===== config.mk =====
export PLATFORM = sky130hd
export DESIGN_NAME = ptc_timer
export DESIGN_NICKNAME = d
export VERILOG_FILES = /design/src/rtl/ptc_pkg.sv /design/src/rtl/ptc_regif.sv /design/src/rtl/ptc_incgen.sv /design/src/rtl/ptc_accum.sv /design/src/rtl/ptc_timer.sv
export SDC_FILE = /design/constraint.sdc
export NUM_CORES = 1
export LEC_CHECK = 0
export BUFFER_PORTS_ARGS = -buffer_cell sky130_fd_sc_hd__buf_4
export CORE_MARGIN = 2
export CORE_UTILIZATION = 55
export CTS_CLUSTER_SIZE = 25
export DETAILED_ROUTE_END_ITERATION = 8
export PLACE_DENSITY = 0.72
export SYNTH_ARGS = -nofsm -noshare
export SYNTH_HDL_FRONTEND = slang
export SYNTH_HIERARCHICAL = 1
export SYNTH_SLANG_ARGS = --single-unit

===== constraint.sdc =====
create_clock -name clk -period 3.9 [get_ports clk]
set_input_delay 0.585 -clock clk [delete_from_list [all_inputs] [get_ports clk]]
set_output_delay 0.585 -clock clk [all_outputs]
set_load 0.005 [all_outputs]

===== src/rtl/ptc_pkg.sv =====
package ptc_pkg;

   typedef enum logic [1:0] {
      REG_TIME_LO = 2'd0,
      REG_TIME_HI = 2'd1,
      REG_INCR    = 2'd2,
      REG_SPARE   = 2'd3
   } ptc_reg_e;

   typedef struct packed {
      logic wr_lo;
      logic wr_hi;
      logic wr_inc;
      logic rd_lo;
      logic rd_hi;
      logic rd_inc;
   } ptc_strobe_t;

endpackage


===== src/rtl/ptc_regif.sv =====
module ptc_regif
   import ptc_pkg::*;
#(
   parameter int BUS_W  = 32,
   parameter int TIME_W = 64
) (
   input  logic              clk,
   input  logic              rst_n,
   input  logic              wr_en,
   input  logic              rd_en,
   input  logic [1:0]        addr,
   input  logic [BUS_W-1:0]  wdata,
   input  logic [TIME_W-1:0] time_q,
   input  logic [BUS_W-1:0]  inc_rd,
   output logic [BUS_W-1:0]  rdata,
   output logic              load,
   output logic [TIME_W-1:0] load_val,
   output logic              inc_wr
);

   ptc_strobe_t      stb;
   logic [BUS_W-1:0] stage_lo_q;
   logic [BUS_W-1:0] shadow_hi_q;

   always_comb begin
      stb        = '0;
      stb.wr_lo  = wr_en && (addr == REG_TIME_LO);
      stb.wr_hi  = wr_en && (addr == REG_TIME_HI);
      stb.wr_inc = wr_en && (addr == REG_INCR);
      stb.rd_lo  = rd_en && (addr == REG_TIME_LO);
      stb.rd_hi  = rd_en && (addr == REG_TIME_HI);
      stb.rd_inc = rd_en && (addr == REG_INCR);
   end

   assign load     = stb.wr_hi;
   assign load_val = {wdata, stage_lo_q};
   assign inc_wr   = stb.wr_inc;

   always_ff @(posedge clk or negedge rst_n) begin
      if (!rst_n) begin
         stage_lo_q  <= '0;
         shadow_hi_q <= '0;
         rdata       <= '0;
      end else begin
         if (stb.wr_lo) stage_lo_q <= wdata;
         if (stb.rd_lo) shadow_hi_q <= time_q[TIME_W-1:BUS_W];
         if (rd_en) begin
            if (stb.rd_lo)       rdata <= time_q[BUS_W-1:0];
            else if (stb.rd_hi)  rdata <= shadow_hi_q;
            else if (stb.rd_inc) rdata <= inc_rd;
            else                 rdata <= '0;
         end
      end
   end

   // the low read captures the upper half of the time seen at that edge
   p_shadow_capture_r6 : assert property (@(posedge clk) disable iff (!rst_n)
      stb.rd_lo |=> shadow_hi_q == $past(time_q[TIME_W-1:BUS_W]));

   // read data holds between read strobes
   p_rdata_hold_r6 : assert property (@(posedge clk) disable iff (!rst_n)
      !rd_en |=> $stable(rdata));

   // the spare address answers zero
   p_spare_zero_r9 : assert property (@(posedge clk) disable iff (!rst_n)
      (rd_en && addr == REG_SPARE) |=> rdata == '0);

endmodule


===== src/rtl/ptc_incgen.sv =====
module ptc_incgen #(
   parameter int              BUS_W     = 32,
   parameter int              TIME_W    = 64,
   parameter bit              NARROW    = 1'b0,
   parameter int              NAR_VAL_W = 24,
   parameter int              NAR_SHIFT = 7,
   parameter logic [BUS_W-1:0] INC_INIT = 32'h6666_6666
) (
   input  logic              clk,
   input  logic              rst_n,
   input  logic              inc_wr,
   input  logic [BUS_W-1:0]  inc_wdata,
   input  logic              load,
   output logic [TIME_W-1:0] addend,
   output logic [BUS_W-1:0]  inc_rd
);

   localparam int WIDE_VAL_W = BUS_W - 1;
   localparam int PER_W      = BUS_W - NAR_VAL_W;

   if (NAR_VAL_W >= BUS_W || NAR_VAL_W < 1) begin : g_bad_narrow
      $error("ptc_incgen: narrow increment field must be narrower than the bus");
   end

   if (NARROW) begin : g_narrow
      localparam logic [NAR_VAL_W-1:0] VAL_RST = NAR_VAL_W'(INC_INIT >> NAR_SHIFT);
      localparam logic [PER_W-1:0]     PER_RST = PER_W'(1);

      logic [NAR_VAL_W-1:0] val_q;
      logic [PER_W-1:0]     per_q;
      logic [PER_W-1:0]     cnt_q;
      logic                 tick;

      assign tick   = (per_q != '0) && (cnt_q == per_q - PER_W'(1));
      assign addend = tick ? TIME_W'(val_q) : '0;
      assign inc_rd = {per_q, val_q};

      always_ff @(posedge clk or negedge rst_n) begin
         if (!rst_n) begin
            val_q <= VAL_RST;
            per_q <= PER_RST;
            cnt_q <= '0;
         end else begin
            if (inc_wr) begin
               val_q <= inc_wdata[NAR_VAL_W-1:0];
               per_q <= inc_wdata[BUS_W-1:NAR_VAL_W];
            end
            if (inc_wr || load || tick || per_q == '0) cnt_q <= '0;
            else                                       cnt_q <= cnt_q + PER_W'(1);
         end
      end

      // with a period above one, two adding edges never follow each other
      p_tick_gap_r2 : assert property (@(posedge clk) disable iff (!rst_n)
         (tick && per_q > PER_W'(1) && !inc_wr && !load) |=> !tick);

      // a period of zero never produces an addend
      p_period_zero_r2 : assert property (@(posedge clk) disable iff (!rst_n)
         (per_q == '0 && !inc_wr) |=> addend == '0);
   end else begin : g_wide
      localparam logic [WIDE_VAL_W-1:0] VAL_RST = WIDE_VAL_W'(INC_INIT);

      logic [WIDE_VAL_W-1:0] val_q;

      assign addend = TIME_W'(val_q);
      assign inc_rd = {1'b0, val_q};

      always_ff @(posedge clk or negedge rst_n) begin
         if (!rst_n)      val_q <= VAL_RST;
         else if (inc_wr) val_q <= inc_wdata[WIDE_VAL_W-1:0];
      end

      // an increment write shows up as the new addend on the next edge
      p_retune_r7 : assert property (@(posedge clk) disable iff (!rst_n)
         inc_wr |=> addend == TIME_W'($past(inc_wdata[WIDE_VAL_W-1:0])));
   end

endmodule


===== src/rtl/ptc_accum.sv =====
module ptc_accum #(
   parameter int TIME_W = 64
) (
   input  logic              clk,
   input  logic              rst_n,
   input  logic              load,
   input  logic [TIME_W-1:0] load_val,
   input  logic [TIME_W-1:0] addend,
   output logic [TIME_W-1:0] time_q,
   output logic              wrap
);

   logic [TIME_W:0] sum;

   assign sum = {1'b0, time_q} + {1'b0, addend};

   always_ff @(posedge clk or negedge rst_n) begin
      if (!rst_n) begin
         time_q <= '0;
         wrap   <= 1'b0;
      end else if (load) begin
         time_q <= load_val;
         wrap   <= 1'b0;
      end else begin
         time_q <= sum[TIME_W-1:0];
         wrap   <= sum[TIME_W];
      end
   end

   // without a load the time steps by the addend offered on that edge
   p_step_r1 : assert property (@(posedge clk) disable iff (!rst_n)
      !load |=> time_q == $past(time_q) + $past(addend));

   // a load lands exactly, no increment and no wrap
   p_load_exact_r5 : assert property (@(posedge clk) disable iff (!rst_n)
      load |=> (time_q == $past(load_val)) && !wrap);

   // a zero addend freezes the count
   p_freeze_r4 : assert property (@(posedge clk) disable iff (!rst_n)
      (!load && addend == '0) |=> $stable(time_q));

   // the wrap flag lasts one cycle and marks a drop in value
   p_wrap_single_r3 : assert property (@(posedge clk) disable iff (!rst_n)
      wrap |=> !wrap);

   p_wrap_drop_r3 : assert property (@(posedge clk) disable iff (!rst_n)
      $rose(wrap) |-> time_q < $past(time_q));

endmodule


===== src/rtl/ptc_timer.sv =====
module ptc_timer #(
   parameter int               BUS_W     = 32,
   parameter int               TIME_W    = 64,
   parameter bit               NARROW    = 1'b0,
   parameter int               NAR_VAL_W = 24,
   parameter int               NAR_SHIFT = 7,
   parameter logic [BUS_W-1:0] INC_INIT  = 32'h6666_6666
) (
   input  logic             clk,
   input  logic             rst_n,
   input  logic             bus_wr,
   input  logic             bus_rd,
   input  logic [1:0]       bus_addr,
   input  logic [BUS_W-1:0] bus_wdata,
   output logic [BUS_W-1:0] bus_rdata,
   output logic             wrap_pulse
);

   if (TIME_W != 2 * BUS_W) begin : g_bad_width
      $error("ptc_timer: time width must be two bus words");
   end

   logic              load;
   logic [TIME_W-1:0] load_val;
   logic              inc_wr;
   logic [TIME_W-1:0] addend;
   logic [BUS_W-1:0]  inc_rd;
   logic [TIME_W-1:0] time_q;

   ptc_regif #(.BUS_W(BUS_W), .TIME_W(TIME_W)) u_regif (
      .clk      (clk),
      .rst_n    (rst_n),
      .wr_en    (bus_wr),
      .rd_en    (bus_rd),
      .addr     (bus_addr),
      .wdata    (bus_wdata),
      .time_q   (time_q),
      .inc_rd   (inc_rd),
      .rdata    (bus_rdata),
      .load     (load),
      .load_val (load_val),
      .inc_wr   (inc_wr)
   );

   ptc_incgen #(
      .BUS_W     (BUS_W),
      .TIME_W    (TIME_W),
      .NARROW    (NARROW),
      .NAR_VAL_W (NAR_VAL_W),
      .NAR_SHIFT (NAR_SHIFT),
      .INC_INIT  (INC_INIT)
   ) u_incgen (
      .clk       (clk),
      .rst_n     (rst_n),
      .inc_wr    (inc_wr),
      .inc_wdata (bus_wdata),
      .load      (load),
      .addend    (addend),
      .inc_rd    (inc_rd)
   );

   ptc_accum #(.TIME_W(TIME_W)) u_accum (
      .clk      (clk),
      .rst_n    (rst_n),
      .load     (load),
      .load_val (load_val),
      .addend   (addend),
      .time_q   (time_q),
      .wrap     (wrap_pulse)
   );

   // the wrap pulse stays low in the first cycle out of reset
   p_reset_quiet_r8 : assert property (@(posedge clk) disable iff (!rst_n)
      $rose(rst_n) |-> !wrap_pulse);

endmodule


==> impl_results.md, run 1 <==
* Outcome: finished clean
* Initial antenna violation count at 0
* Proportion of layout cells with a drive suffix above 1 at 19.4%
* Later-pin clock latency in the skew report at 0.44 ns
* WP data arrival at 3.87 ns
* Via count at 9169
* Post-Synthesis Cells at between 1k and 1.5k
* Clock-pin slew on the worst setup and hold paths at 0.07 ns
* HPWL reported at the end of detailed placement at 22100 µm
* ANT nets after route at 0
* Max FO, Critical Path at 7
* Worst vdd ir at about 0.32 mV
* Final Hold Viols at 0
* Mean Syn Cell Area at 9.97 µm²
* Number of DRC markers in iteration 0 at 835
* Sequential element share of the synthesized area at 38.7%
* Wire length of the first global-routing pass at just under 50000 µm
* DIE HEIGHT at ~150 µm
* Site Rows at 55
* Dpl cell area at 12500 µm²
* Final Skew at 0.0141 ns
* CTS tree: yes
* Largest net degree at the start of global routing at around 110
* Final worst path period share at 91.1%
* RSZ-0062 raised after global routing: no
* Vias in the first global route at 9150
* Aggregate global-route resource usage at 26.1%
* Total CTS buffers at 17
* Area delta synth->final at 5.58%
* Number of synthesized register bits at approximately 190
* Finish-stage setup viols at 0
* Critical Path RT at 4.22 ns
* CTS Hold Bufs at 0
* Drt drc at 0
* Main synth FF type: dfrtp_1
* CP endpoint kind: register
* Grt ovf at 0
* H-tree Lvls at 4
* Post-CTS Setup Inserts at 0
* Ant diodes at 0
* CTS Sinks at 192
* Syn Std Cell Area at 12500 µm²
* I/O pin count at 71
* Worst rel slew slack at 41.7%
* Root Buffer: clkbuf_16
* Vias per std cell at 6.03
* Critical path startpoint: u_incgen/g_wide.val_q[23]
* Worst r2r src: u_incgen/g_wide.val_q[23]
* Die area at 23900 µm²
* HP Class: primary input to async pin
* WS Path Type: register to register
* Initial Util at 55.6%
* CORE AREA at roughly 22000 µm²
* Crit start category: register
* Number of flops mapped to enable cells by yosys at 0
* LEAKAGE at around 5.9 nW
* Netlist cell types at 70
* PortBufs at 70
* Gp weighted congestion at slightly above 0.9
* PD cells at 814 nW/µm²
* Sum of negative setup slack at 0 ns
* Max-cap violations at 0
* Max Slew Vio Count at 0
* Design Area, Final at 13200 µm²
* FFs w/ async S/R, synth at 100%
* Final #Nets at 1326
* Max Freq at 0.282 GHz
* Die X at 155 µm
* Total Power at 10.7 mW
* Final min period at 3.55 ns
* Post_cts resized at 0
* Pre-antenna DRT Iters at 5
* Slew @ Worst Pin at around 0.87 ns
* Longest Clk Path Bufs at 2
* Routed len/inst at 20.0 µm
* Final wirelength at just over 30000 µm
* Number of synthesis warnings at 6
## path summary, 6_finish.rpt
check	end	slack, ns	cells past startpoint
max in group asynchronous	u_incgen/g_wide.val_q[14]	2.73	2
min in group clk	u_accum/time_q[32]	0.37	3
worst min register to register	u_accum/time_q[26]	0.48	2
worst min-delay path	u_regif/shadow_hi_q[29]	0.25	1
worst max register to register	u_accum/time_q[48]	0.35	11
worst max-delay path	u_accum/time_q[48]	0.35	11
## metrics by stage
stage	std cells	hold WS (ns)	utilization, %	worst slack (ns)
final	1520	0.249	58.7	0.349
after global routing	1520	0.321	58.7	0.182
after CTS	1520	0.297	58.7	0.396
after detailed placement	1489	0.470	55.8	0.432
after global placement	1489	0.461	55.8	0.517
after floorplan	1284	0.289	-	0.917
## layout make-up
| class | count | area (µm²) |
|---|---|---|
| Clock inverter | 11 | 178 |
| Fill cell | 1942 | 9260 |
| Clock buffer | 20 | 467 |
| Tap cell | 285 | 357 |
| Multi-Input combinational cell | 878 | 6500 |
| Sequential cell | 192 | 4820 |
| Timing Repair Buffer | 83 | 654 |
| Inverter | 51 | 191 |
## synthesized netlist by cell type, types with 30 or more instances
master      n  area (µm²)
dfrtp_1   176        4400
nand2_1   115         432
buf_4     100         751
o21ai_0    88         440
a21oi_1    75         375
mux2_2     66         743
ha_1       64         801
inv_1      51         191
nor2_1     51         191
clkbuf_1   38         143
a21o_1     36         270
mux2i_1    35         350
nand4b_1   32         280
o221ai_1   32         280
mux2_4     30         450
## sequential cells by signal, indices dropped and copies added, names as in the netlist
name                   flops
u_incgen/g_wide.val_q     31
u_regif/stage_lo_q        32
u_accum/wrap               1
u_regif/rdata             32
u_regif/shadow_hi_q       32
u_accum/time_q            64
## routing by layer
layer  track usage, %  vias to the layer above  wire [µm]
met5                0                        -          0
met4             7.50                        0        663
met3             3.98                       47       1240
met2             42.9                      229      14400
met1             36.0                     4571      14200
li1                 -                     4322          -
## worst max-delay path, cell delays in order, from the launching register on
cell and delay [ns]:
dfrtp_1 0.41, ha_1 0.50, nand2_1 0.16, or3_1 0.43
or3_1 0.33, o211ai_1 0.10, o21bai_4 0.20, a41oi_4 0.19
o311ai_4 0.40, a31oi_1 0.26, xnor2_1 0.18, mux2_2 0.27
## placed cells by master (no fill, tap or decap), types with 4 or more instances in the layout
cell       Yosys  layout
a211oi_1       7       7
a21boi_0       5       5
a21o_1        36      36
a21oi_1       75      75
a31oi_1       10      10
and2_1         5       5
and3_1         5       5
buf_4        100      80
bufinv_16      0       4
clkbuf_16      0      17
clkbuf_8       0       4
clkinv_4       0       4
conb_1         1      34
dfrtp_1      176     176
dfstp_2       16      16
ha_1          64      64
inv_1         51      51
mux2_2        66      66
mux2_4        30      30
mux2i_1       35      35
nand2_1      115     115
nand2b_1       4       4
nand3_1       11      11
nand4_1       13      13
nand4b_1      32      32
nor2_1        51      51
nor2b_1        7       7
nor3_1         6       6
o211ai_1      11      11
o21a_1         4       4
o21ai_0       88      88
o21ai_1        4       4
o21bai_1      15      15
o221ai_1      32      32
o31ai_1        6       6
or3_1          5       5
xnor2_1       29      29
xor2_1        27      27
## logic make-up after synthesis
| kind of cell | after synthesis | synth area share, % |
|---|---|---|
| XOR/XNOR | 56 | 3.93 |
| flip-flops | 192 | 38.7 |
| adder cells (fa/ha/maj) | 65 | 6.58 |
| buffers and inverters | 214 | 10.2 |
| multiplexers | 134 | 12.6 |
| AO/OA/AOI/OAI | 318 | 16.7 |
| AND/OR/NAND/NOR | 271 | 11.2 |
| other | 1 | 0.0301 |
## power breakdown
| group | switching, mW | leakage [nW] | total, mW | internal (mW) |
|---|---|---|---|---|
| registers | 0.512 | 2.28 | 3.31 | 2.79 |
| clock network | 0.793 | 0.317 | 1.92 | 1.13 |
| logic | 3.11 | 3.30 | 5.50 | 2.39 |
No activity file was read; power rests on OpenSTA's default activity.
==> run 2: changes to the inputs <==
--- a/config.mk
+++ b/config.mk
@@ -6,7 +6,7 @@
 export NUM_CORES = 1
 export LEC_CHECK = 0
 export BUFFER_PORTS_ARGS = -buffer_cell sky130_fd_sc_hd__buf_4
-export CORE_MARGIN = 2
+export CORE_MARGIN = 5
 export CORE_UTILIZATION = 55
 export CTS_CLUSTER_SIZE = 25
 export DETAILED_ROUTE_END_ITERATION = 8
==> constraint.sdc (replaced) <==
create_clock -name clk -period 3.9 [get_ports clk]
set_input_delay 0.39 -clock clk [delete_from_list [all_inputs] [get_ports clk]]
set_output_delay 0.39 -clock clk [all_outputs]
set_load 0.01 [all_outputs]
==> run 2 against run 1 <==
Power down 0.48%. Cell count up 0.13%. Via count down 1.1%. Critical path type unchanged. Critical endpoint unchanged. Largest cell class unchanged. Largest power group unchanged.
==> impl_results.md, run 2 (synthesis results as in run 1) <==
* Worst rel slew slack at 36.0% (-5.8 points)
* Gp weighted congestion at 0.955 (+3.5%)
* PD cells at 813 nW/µm² (-0.20%)
* Max FO, Critical Path at 6 (-1)
* Hold depth at 3
* Die X at 161 µm (+3.9%)
* Via count at 9065 (-1.1%)
* RSZ-0062 raised after global routing: no
* Initial antenna violation count at 0 (unchanged)
* Largest Register: u_accum/time_q
* Dpl ws at 0.451 ns (+0.0188 ns)
* Crit Reg-Reg Endpoint: u_accum/time_q[48]
* Area delta synth->final at 5.27%
* Final Skew at 0.0130 ns (-0.00105 ns)
* WP data arrival at 3.82 ns (-0.05 ns)
* Final #Nets at 1327 (+0.075%)
* Later-pin clock latency in the skew report at 0.44 ns (about the same)
* I/O pin count at 71 (unchanged)
* Worst r2r src: u_incgen/g_wide.val_q[21]
* Cell family with most CP delay: compound AO/OA/AOI/OAI gates
* Post-CTS Setup Inserts at 0 (unchanged)
* Worst reg-to-reg setup slack at 0.40 ns (+0.05 ns)
* DIE HEIGHT at 161 µm (+3.9%)
* Worst Reg-to-Reg Cells at 11 (unchanged)
* Total CTS buffers at 17 (unchanged)
* Dpl cell area at 12500 µm² (about the same)
* Outcome: finished clean
* Wire length of the first global-routing pass at 49400 µm (+0.52%)
* Vias per std cell at 5.96 (-1.3%)
* Pre-antenna DRT Iters at 5 (unchanged)
* Sum of negative setup slack at 0 ns (unchanged)
* Crit path buffers/inverters at 0 (unchanged)
* Finish-stage setup viols at 0 (unchanged)
* Slew @ Worst Pin at 0.960 ns (+0.0864 ns)
* Ant diodes at 0 (unchanged)
* Root Buffer: clkbuf_16
* Post_cts resized at 0 (unchanged)
* CP max stage cell: dfstp_2
* CTS Sinks at 192 (unchanged)
* Number of DRC markers in iteration 0 at 637 (-24%)
* Worst Hold End: u_accum/time_q[32]
* Crit start category: register
* Area of the multi-input gates at 6500 µm² (unchanged)
* CP Cell Sequence: ha_1, nand4_2, or3_1, or3_1, o211ai_1, o21bai_4, a41oi_4, o311ai_4, a31oi_1, xnor2_1, mux2_2
* Sequential Area at 4820 µm² (unchanged)
* Grt ovf at 0 (unchanged)
* CTS Hold Bufs at 1 (+1)
* PortBufs at 70 (unchanged)
* Critical Path RT at 4.22 ns (about the same)
* Fillers at 1960 (+0.93%)
* Max Freq at 0.286 GHz (+1.4%)
* Initial Util at 55.4% (-0.17 points)
* WS Path Type: register to register
* Most used cell, CP: or3_1
* CTS tree: yes
* Vias in the first global route at 9121 (-0.32%)
* Most frequent cells in the layout: 176 x dfrtp_1, 115 x nand2_1, 88 x o21ai_0
* HPWL reported at the end of detailed placement at 22500 µm (+2.0%)
* Final Hold Viols at 0 (unchanged)
* Routed len/inst at 20.1 µm (+0.25%)
* Drt drc at 0 (unchanged)
* H-tree Lvls at 4 (unchanged)
* Longest Clk Path Bufs at 2 (unchanged)
* Max Slew Vio Count at 0 (unchanged)
* Max-cap violations at 0 (unchanged)
* CORE AREA at 22500 µm² (+0.31%)
* CP endpoint kind: register
* Final worst path period share at 89.8% (-1.3 points)
* Max FFs per register at 64 (unchanged)
* Design Area, Final at 13100 µm² (-0.29%)
* Crit-path max cell delay at 0.55 ns (+0.05 ns)
* Most common cell after layout, fill and taps aside: dfrtp_1
* Final min period at 3.50 ns (-0.0503 ns)
* Proportion of layout cells with a drive suffix above 1 at 19.5% (+0.049 points)
* Final wirelength at 30500 µm (+0.38%)
* Site Rows at 55 (unchanged)
* Setup ws final at 0.399 ns (+0.0503 ns)
* Die area at 25800 µm² (+7.9%)
* Aggregate global-route resource usage at 23.8% (-2.3 points)
* Worst hold start: bus_wdata[0]
* HP Class: primary input to register
* Worst vdd ir at 0.373 mV (+17%)
* ANT nets after route at 0 (unchanged)
* Largest net degree at the start of global routing at 99 (-9.2%)
* LEAKAGE at 5.89 nW (-0.23%)
* Clock-pin slew on the worst setup and hold paths at 0.08 ns (about the same)
==> run 2: cell count changes in the layout (fill, tap and decap cells not counted), moves of 2 or more <==
cell	change
clkinv_2	+3
inv_8	+2
clkinv_4	-2
clkbuf_8	-3
==> run 2: final cells by class <==
| type | count | area share, % |
|---|---|---|
| repair buffers | 84 | 4.96 |
| multi-input cells | 878 | 49.5 |
| inverters | 51 | 1.46 |
| well taps | 285 | 2.72 |
| clock inverters | 15 | 1.40 |
| flip-flops and latches | 192 | 36.7 |
| clock buffers | 17 | 3.24 |
==> run 2: worst reg2reg max path, delay by kind of cell, from the launching register on <==
kind            cells  cell delay [ns]
simple gates        3             0.95
fa+ha+maj           1             0.29
mux                 1             0.26
flops               1             0.55
xor+xnor            1             0.17
compound gates      5             1.16
==> run 2: how the worst max path moves through the flow <==
| stage | from | end | slack (ns) | depth (start not counted) |
|---|---|---|---|---|
| final | u_incgen/g_wide.val_q[21] | u_accum/time_q[48] | 0.40 | 11 |
| after global routing | u_incgen/g_wide.val_q[0] | u_accum/time_q[62] | 0.21 | 12 |
| after CTS | u_incgen/g_wide.val_q[1] | u_accum/time_q[39] | 0.42 | 11 |
| after detailed placement | u_incgen/g_wide.val_q[21] | u_accum/time_q[48] | 0.45 | 11 |
| after global placement | u_incgen/g_wide.val_q[20] | u_accum/time_q[48] | 0.48 | 11 |
| after floorplan | u_incgen/g_wide.val_q[20] | u_accum/time_q[48] | 0.92 | 12 |
==> run 2: per-layer routing <==
layer	up-vias	part of all wire [%]	GRT usage, %
met3	36	4.2	3.49
met4	0	1.6	6.22
met5	-	0	0
met1	4478	46	32.7
met2	242	48	39.7
li1	4309	-	-
==> run 2: power by group <==
group,switching (mW),total [mW],internal (mW)
Sequential,0.504,3.30,2.79
Clock,0.821,1.84,1.02
Combinational,3.14,5.53,2.39
Total,4.47,10.7,6.20
==> run 2: through the flow <==
| step | power (mW) | hold WS [ns] | util (%) | instances |
|---|---|---|---|---|
| after floorplan | 7.36 | 0.0944 | - | 1284 |
| after CTS | 10.5 | 0.159 | 58.4 | 1522 |
| after detailed placement | 8.65 | 0.388 | 55.6 | 1489 |
| final | 10.7 | 0.175 | 58.4 | 1522 |
| after global routing | 11.5 | 0.177 | 58.4 | 1522 |
| after global placement | 8.57 | 0.386 | 55.6 | 1489 |
